[src/rtl/nextpc_pkg.sv]
package nextpc_pkg;

    typedef enum logic [1:0] {
        BRK_NONE   = 2'b00,
        BRK_ALWAYS = 2'b01,
        BRK_LT     = 2'b10,
        BRK_ZERO   = 2'b11
    } br_kind_e;

endpackage

[src/rtl/nextpc_cond.sv]
module nextpc_cond
    import nextpc_pkg::*;
(
    input  br_kind_e kind,
    input  logic     lt_cond,
    input  logic     reg_is_zero,
    output logic     take
);

    always_comb begin
        unique case (kind)
            BRK_ALWAYS: take = 1'b1;
            BRK_LT:     take = lt_cond;
            BRK_ZERO:   take = reg_is_zero;
            default:    take = 1'b0;
        endcase
    end

endmodule

[src/rtl/nextpc_adder.sv]
module nextpc_adder #(
    parameter int W = 64
) (
    input  logic [W-1:0] base,
    input  logic [W-1:0] addend,
    output logic [W-1:0] sum
);

    always_comb begin
        sum = base + addend;
    end

endmodule

[src/rtl/nextpc_unit.sv]
module nextpc_unit
    import nextpc_pkg::*;
#(
    parameter int          ADDR_W     = 64,
    parameter int          STEP       = 4,
    parameter logic [63:0] RESET_ADDR = 64'd0
) (
    input  logic              clk,
    input  logic              rst,
    input  logic [1:0]        br_kind,
    input  logic [ADDR_W-1:0] br_off,
    input  logic              lt_cond,
    input  logic              reg_is_zero,
    output logic [ADDR_W-1:0] pc
);

    localparam logic [ADDR_W-1:0] STEP_V  = ADDR_W'(STEP);
    localparam logic [ADDR_W-1:0] RESET_V = RESET_ADDR[ADDR_W-1:0];

    typedef struct packed {
        logic [ADDR_W-1:0] pc;
    } pc_state_t;

    pc_state_t         st_d, st_q;
    br_kind_e          kind_d;
    logic              take_d;
    logic [ADDR_W-1:0] seq_addr_d;
    logic [ADDR_W-1:0] tgt_addr_d;

    assign kind_d = br_kind_e'(br_kind);

    nextpc_cond u_cond (
        .kind        (kind_d),
        .lt_cond     (lt_cond),
        .reg_is_zero (reg_is_zero),
        .take        (take_d)
    );

    nextpc_adder #(.W(ADDR_W)) u_seq_add (
        .base   (st_q.pc),
        .addend (STEP_V),
        .sum    (seq_addr_d)
    );

    nextpc_adder #(.W(ADDR_W)) u_tgt_add (
        .base   (st_q.pc),
        .addend (br_off),
        .sum    (tgt_addr_d)
    );

    always_comb begin
        st_d = st_q;
        if (rst) begin
            st_d.pc = RESET_V;
        end else if (take_d) begin
            st_d.pc = tgt_addr_d;
        end else begin
            st_d.pc = seq_addr_d;
        end
    end

    always_ff @(posedge clk) begin
        st_q <= st_d;
    end

    assign pc = st_q.pc;

    AST_RESET_ADDR: assert property (@(posedge clk) rst |=> (rst || pc == RESET_V));

    AST_NONE_STEP: assert property (@(posedge clk) disable iff (rst)
        (br_kind == 2'b00) |=> pc == $past(pc) + STEP_V);

    AST_ALWAYS_JUMP: assert property (@(posedge clk) disable iff (rst)
        (br_kind == 2'b01) |=> pc == $past(pc) + $past(br_off));

    AST_LT_TAKEN: assert property (@(posedge clk) disable iff (rst)
        (br_kind == 2'b10 && lt_cond) |=> pc == $past(pc) + $past(br_off));

    AST_LT_SKIP: assert property (@(posedge clk) disable iff (rst)
        (br_kind == 2'b10 && !lt_cond) |=> pc == $past(pc) + STEP_V);

    AST_ZERO_TAKEN: assert property (@(posedge clk) disable iff (rst)
        (br_kind == 2'b11 && reg_is_zero) |=> pc == $past(pc) + $past(br_off));

    AST_ZERO_SKIP: assert property (@(posedge clk) disable iff (rst)
        (br_kind == 2'b11 && !reg_is_zero) |=> pc == $past(pc) + STEP_V);

    AST_PC_ALIGNED: assert property (@(posedge clk) disable iff (rst)
        (br_off[1:0] == 2'b00) |=> pc[1:0] == 2'b00);

endmodule

[config.mk]
export PLATFORM = sky130hd
export DESIGN_NAME = nextpc_unit
export DESIGN_NICKNAME = d
export VERILOG_FILES = /design/src/rtl/nextpc_pkg.sv /design/src/rtl/nextpc_cond.sv /design/src/rtl/nextpc_adder.sv /design/src/rtl/nextpc_unit.sv
export SDC_FILE = /design/constraint.sdc
export NUM_CORES = 1
export LEC_CHECK = 0
export ABC_CLOCK_PERIOD_IN_PS = 3300
export BUFFER_PORTS_ARGS = -buffer_cell sky130_fd_sc_hd__buf_2
export CORE_ASPECT_RATIO = 0.8
export CORE_MARGIN = 5
export CORE_UTILIZATION = 35
export CTS_BUF_LIST = sky130_fd_sc_hd__clkbuf_4
export DETAILED_ROUTE_END_ITERATION = 10
export SLEW_MARGIN = 20
export SYNTH_ARGS = -nofsm -noshare
export SYNTH_HDL_FRONTEND = slang
export SYNTH_SLANG_ARGS = --single-unit
[constraint.sdc]
create_clock -name clk -period 3.3 [get_ports clk]
set_input_delay 0.33 -clock clk [delete_from_list [all_inputs] [get_ports clk]]
set_output_delay 0.33 -clock clk [all_outputs]
set_load 0.05 [all_outputs]
# After elaboration in Yosys (flattened, before gate mapping)
# Index checks and enable logic that the tools add are counted.
# word_totals
out_inout_bits	64
reg_bits	64
in_bits	70
# classes
n_mux	2
add_sub_neg	2
n_eq_ne	3
# ops
op	count
adder 64 x 3 -> 64 bit, second input constant	1
adder 64 bit	1
2-to-1 mux 64 bit	1
equality test 2 bit, second input constant	2
one-hot mux 1 bit (3 select lines)	1
equality test 2 x 1 -> 1 bit, second input constant	1

# Longest topological paths before layout
# logic_depth
ltp_word	3
mapped_depth	13

# Modules after synthesis
# From an unflattened synthesis, not the netlist that was laid out.
# unflattened
cells_unflattened	1355
area_unflattened_um2	9955.8
# modules_own_cells
mod	area_per_inst_um2	instances	seq_area_each_um2	cells_each
nextpc_adder (u_seq_add)	3902.5	1	0.0	579
nextpc_adder (u_tgt_add)	3739.8	1	0.0	565
nextpc_unit	2298.5	1	1281.2	208
nextpc_cond	15.0	1	0.0	3

# Least setup slack after synthesis
# Ideal clock, no wire load.
# synth_timing
path_kind	register -> register
start	register st_q, in the netlist pc[0]
end	register st_q, in the netlist pc[46]
path_slack_ns	-0.102
period_less_slack_ns	3.402
stages_incl_launch_ff	14
t_required_ns	3.221
arrival_ns	3.322
n_path_buf	0
cell_sequence	dfxtp_1 -> ha_1 -> inv_1 -> fa_1 -> and2b_1 -> o2111ai_2 -> a2111oi_2 -> o21ai_1 -> o2111ai_1 -> a22oi_1 -> o21ai_1 -> a21boi_1 -> or4_1 -> o211ai_1
# synth_via
elab_chain_len	2
elab_cells_between_ends	3
classes_between	add/sub (2); mux (1)
# synth_rtl
element	line	source
from (decl)	nextpc_unit.sv:24	pc_state_t st_d, st_q;
from (signal assigned)	nextpc_unit.sv:63	st_q <= st_d;
adder 64 x 3 -> 64 bit / adder 64 bit (equally long branches)	nextpc_adder.sv:10	sum = base + addend;
2-to-1 mux 64 bit (*)	nextpc_unit.sv:55	end else if (take_d) begin
# Mark *: on every way between the ends. The rest lies on a longest branch, timed or not.
# A chain may end at the register's enable or synchronous reset.

# Final worst setup path
# Same ends and word-level chain as after synthesis.

==> flow_summary.json <==
{
  "layoutNonFillerInstCount": 1376,
  "stdcell_area_mm2": 0.00841,
  "ctsHoldBuffers": 0,
  "drc": 0,
  "cp.required_ns": 3.68,
  "hp-class": "input pin to register",
  "die_w_um": 168,
  "grt_max_degree": 101,
  "drive_gt1_frac": 0.204,
  "final_common_cell": "buf_2",
  "post_drt_wl_per_cell_um": 17.3,
  "synth-main-ff-cell": "dfxtp_1",
  "tightest_slew_ns": 0.736,
  "drt_wl_total_um": 23700,
  "yosysUniqueCellTypes": 70,
  "dp_hpwl_um": 18600,
  "fp.dieArea_mm2": 0.0229,
  "syn_nets": 1090,
  "finalCritPeriodShare": 0.954,
  "pin_count": 134,
  "start_kind": "register",
  "antenna_found_initial": 1,
  "leakagePower_nw": 3.57,
  "die_h_um": 136,
  "grt_usage": 0.198,
  "io_buffers": 133,
  "period_needed_ns": 3.15,
  "placed_cells": 1357,
  "synth_top_area_cell": "dfxtp_1",
  "synth_edf_count": 0,
  "final_cell_mix": "buf_2 (133), nor2_1 (118), nand2_1 (97)",
  "synth_area_per_cell_um2": 7.31,
  "vias": 7642,
  "syn_inst": 955,
  "grt_pass1_vias": 6930,
  "crit_arrival_ns": 3.53,
  "finalHoldViolCount": 0,
  "setup-violations-final": 0,
  "cts_tree": "yes",
  "clkLatencyLatePin_ns": 0.47,
  "synthArstFlopShare": 0,
  "fin_nets": 1239,
  "first_pass_iters": 5,
  "endpoint_kind": "register",
  "fp-row-count": 46,
  "ir_drop_mv": 0.242,
  "syn2layout_area_growth_pct": 20.4,
  "clk_path_buf_depth": 2,
  "grt_overflow": 0,
  "slew_headroom": 0.509,
  "cts-buffers-inserted": 9,
  "ys_top_cells_by_area": "dfxtp_1 (18%), ha_1 (11%), xnor2_1 (8.4%)",
  "cts_resized": 0,
  "outcome": "completed",
  "synth_area_mm2": 0.00699,
  "gp_congestion": 0.897,
  "fin_tns_setup_ns": 0,
  "core_area_mm2": 0.0197,
  "path_class": "register to register",
  "rsz0062_at_grt": "false",
  "htree_levels": 3,
  "drt-initial-drc-count": 640,
  "reg2reg_depth": 13,
  "utilization": 0.426,
  "viasPerCell": 5.55,
  "maxSlewViolCount": 0,
  "cts_setup_buffers": 0,
  "clock_skew_ns": 0.0233,
  "initial_utilization": 0.354,
  "synth.ff_latch_count": 64,
  "cap_violations": 0,
  "seq_area_frac_synth": 0.183,
  "synth_warnings": 0,
  "cts_root_buffer": "clkbuf_4",
  "ant_nets": 0,
  "power.total_w": 0.00471,
  "max_freq_ghz": 0.318,
  "cp_max_fo": 3,
  "grt_pass1_wl_um": 36700,
  "power.density_mw_per_mm2": 560,
  "path_clk_slew_ns": 0.13,
  "largest_reg_flops": 64,
  "cts_sinks": 64,
  "synth_top_area_frac": 0.183,
  "placed_area_mm2": 0.00818,
  "min_path_cells": 4
}
## stage by stage
stage	worst slack [ns]	hold slack (ns)
detailed placement	0.0124	0.456
floorplan	0.0416	0.542
CTS	0.0365	0.167
global placement	0.0262	0.450
finish	0.153	0.219
global route	0.000951	0.214
## Yosys cell counts, drive strengths merged, types with 2 or more instances
master and n:
clkbuf 30, xnor2 67, inv 29, a221oi 2, a211oi 48, a21oi 95
ha 64, buf 6, o211ai 13, nand2b 6, a31o 3, xor2 43
o2111ai 5, a41oi 4, a21o 19, and2 3, a22oi 2, nor2b 8
and3 19, a2111oi 3, and4 5, o21a 6, a21boi 3, a211o 4
nor3 17, o22ai 5, o21ai 42, dfxtp 64, nor2 118, o31a 3
nand2 98, nand4 33, nand3 32, a31oi 9, or4 6, nor4 7
nand4b 2, o21bai 14, or3 5
## cell families (layout without fill, tap and decap cells)
group	Yosys count	in the layout	synth area share
other	0	3	0
and+or+nand+nor	364	364	0.249
xor gates and xnor gates	110	110	0.138
AOI/OAI and AO/OA	286	286	0.275
muxes	1	1	0.00143
DFF	64	64	0.183
adders and majority gates	65	65	0.117
buffers and inverters	65	219	0.0353
## area by class of cell
class	count	area (um2)
Fill cell	2092	11300
Multi-Input combinational cell	826	5540
Sequential cell	64	1280
Timing Repair Buffer	174	986
Tap cell	264	330
Inverter	29	109
Clock inverter	7	86.3
Clock buffer	9	67.6
Antenna cell	3	7.51
## worst paths after layout
check | to | slack, ns | startpoint
max | pc[46] | 0.15 | pc[0]
min | pc[0] | 0.22 | br_off[0]
max reg2reg | pc[46] | 0.15 | pc[0]
min reg2reg | pc[0] | 0.48 | pc[0]
## worst max-delay path: stages (launching register included)
cell and delay (ns):
dfxtp_2 0.36, ha_1 0.18, inv_1 0.06, fa_1 0.37
and2b_1 0.27, o2111ai_4 0.17, a2111oi_4 0.42, o21ai_1 0.10
o2111ai_1 0.14, a22oi_2 0.15, o21ai_2 0.24, a21boi_1 0.10
or4_1 0.40, o211ai_1 0.10
## where the power goes
part	switching [W]	leakage [nW]	internal [W]	total, W
combinational	0.00191	2.95	0.00102	0.00293
clock	0.000341	0.0831	0.000300	0.000641
sequential	0.000210	0.532	0.000929	0.00114
## metal layers
| layer | GRT usage | wire length [um] |
|---|---|---|
| met5 | 0 | 0 |
| met4 | 0.0401 | 233 |
| met3 | 0.0363 | 1610 |
| met2 | 0.277 | 9510 |
| met1 | 0.312 | 12400 |
No activity file was read; power rests on OpenSTA's default activity.
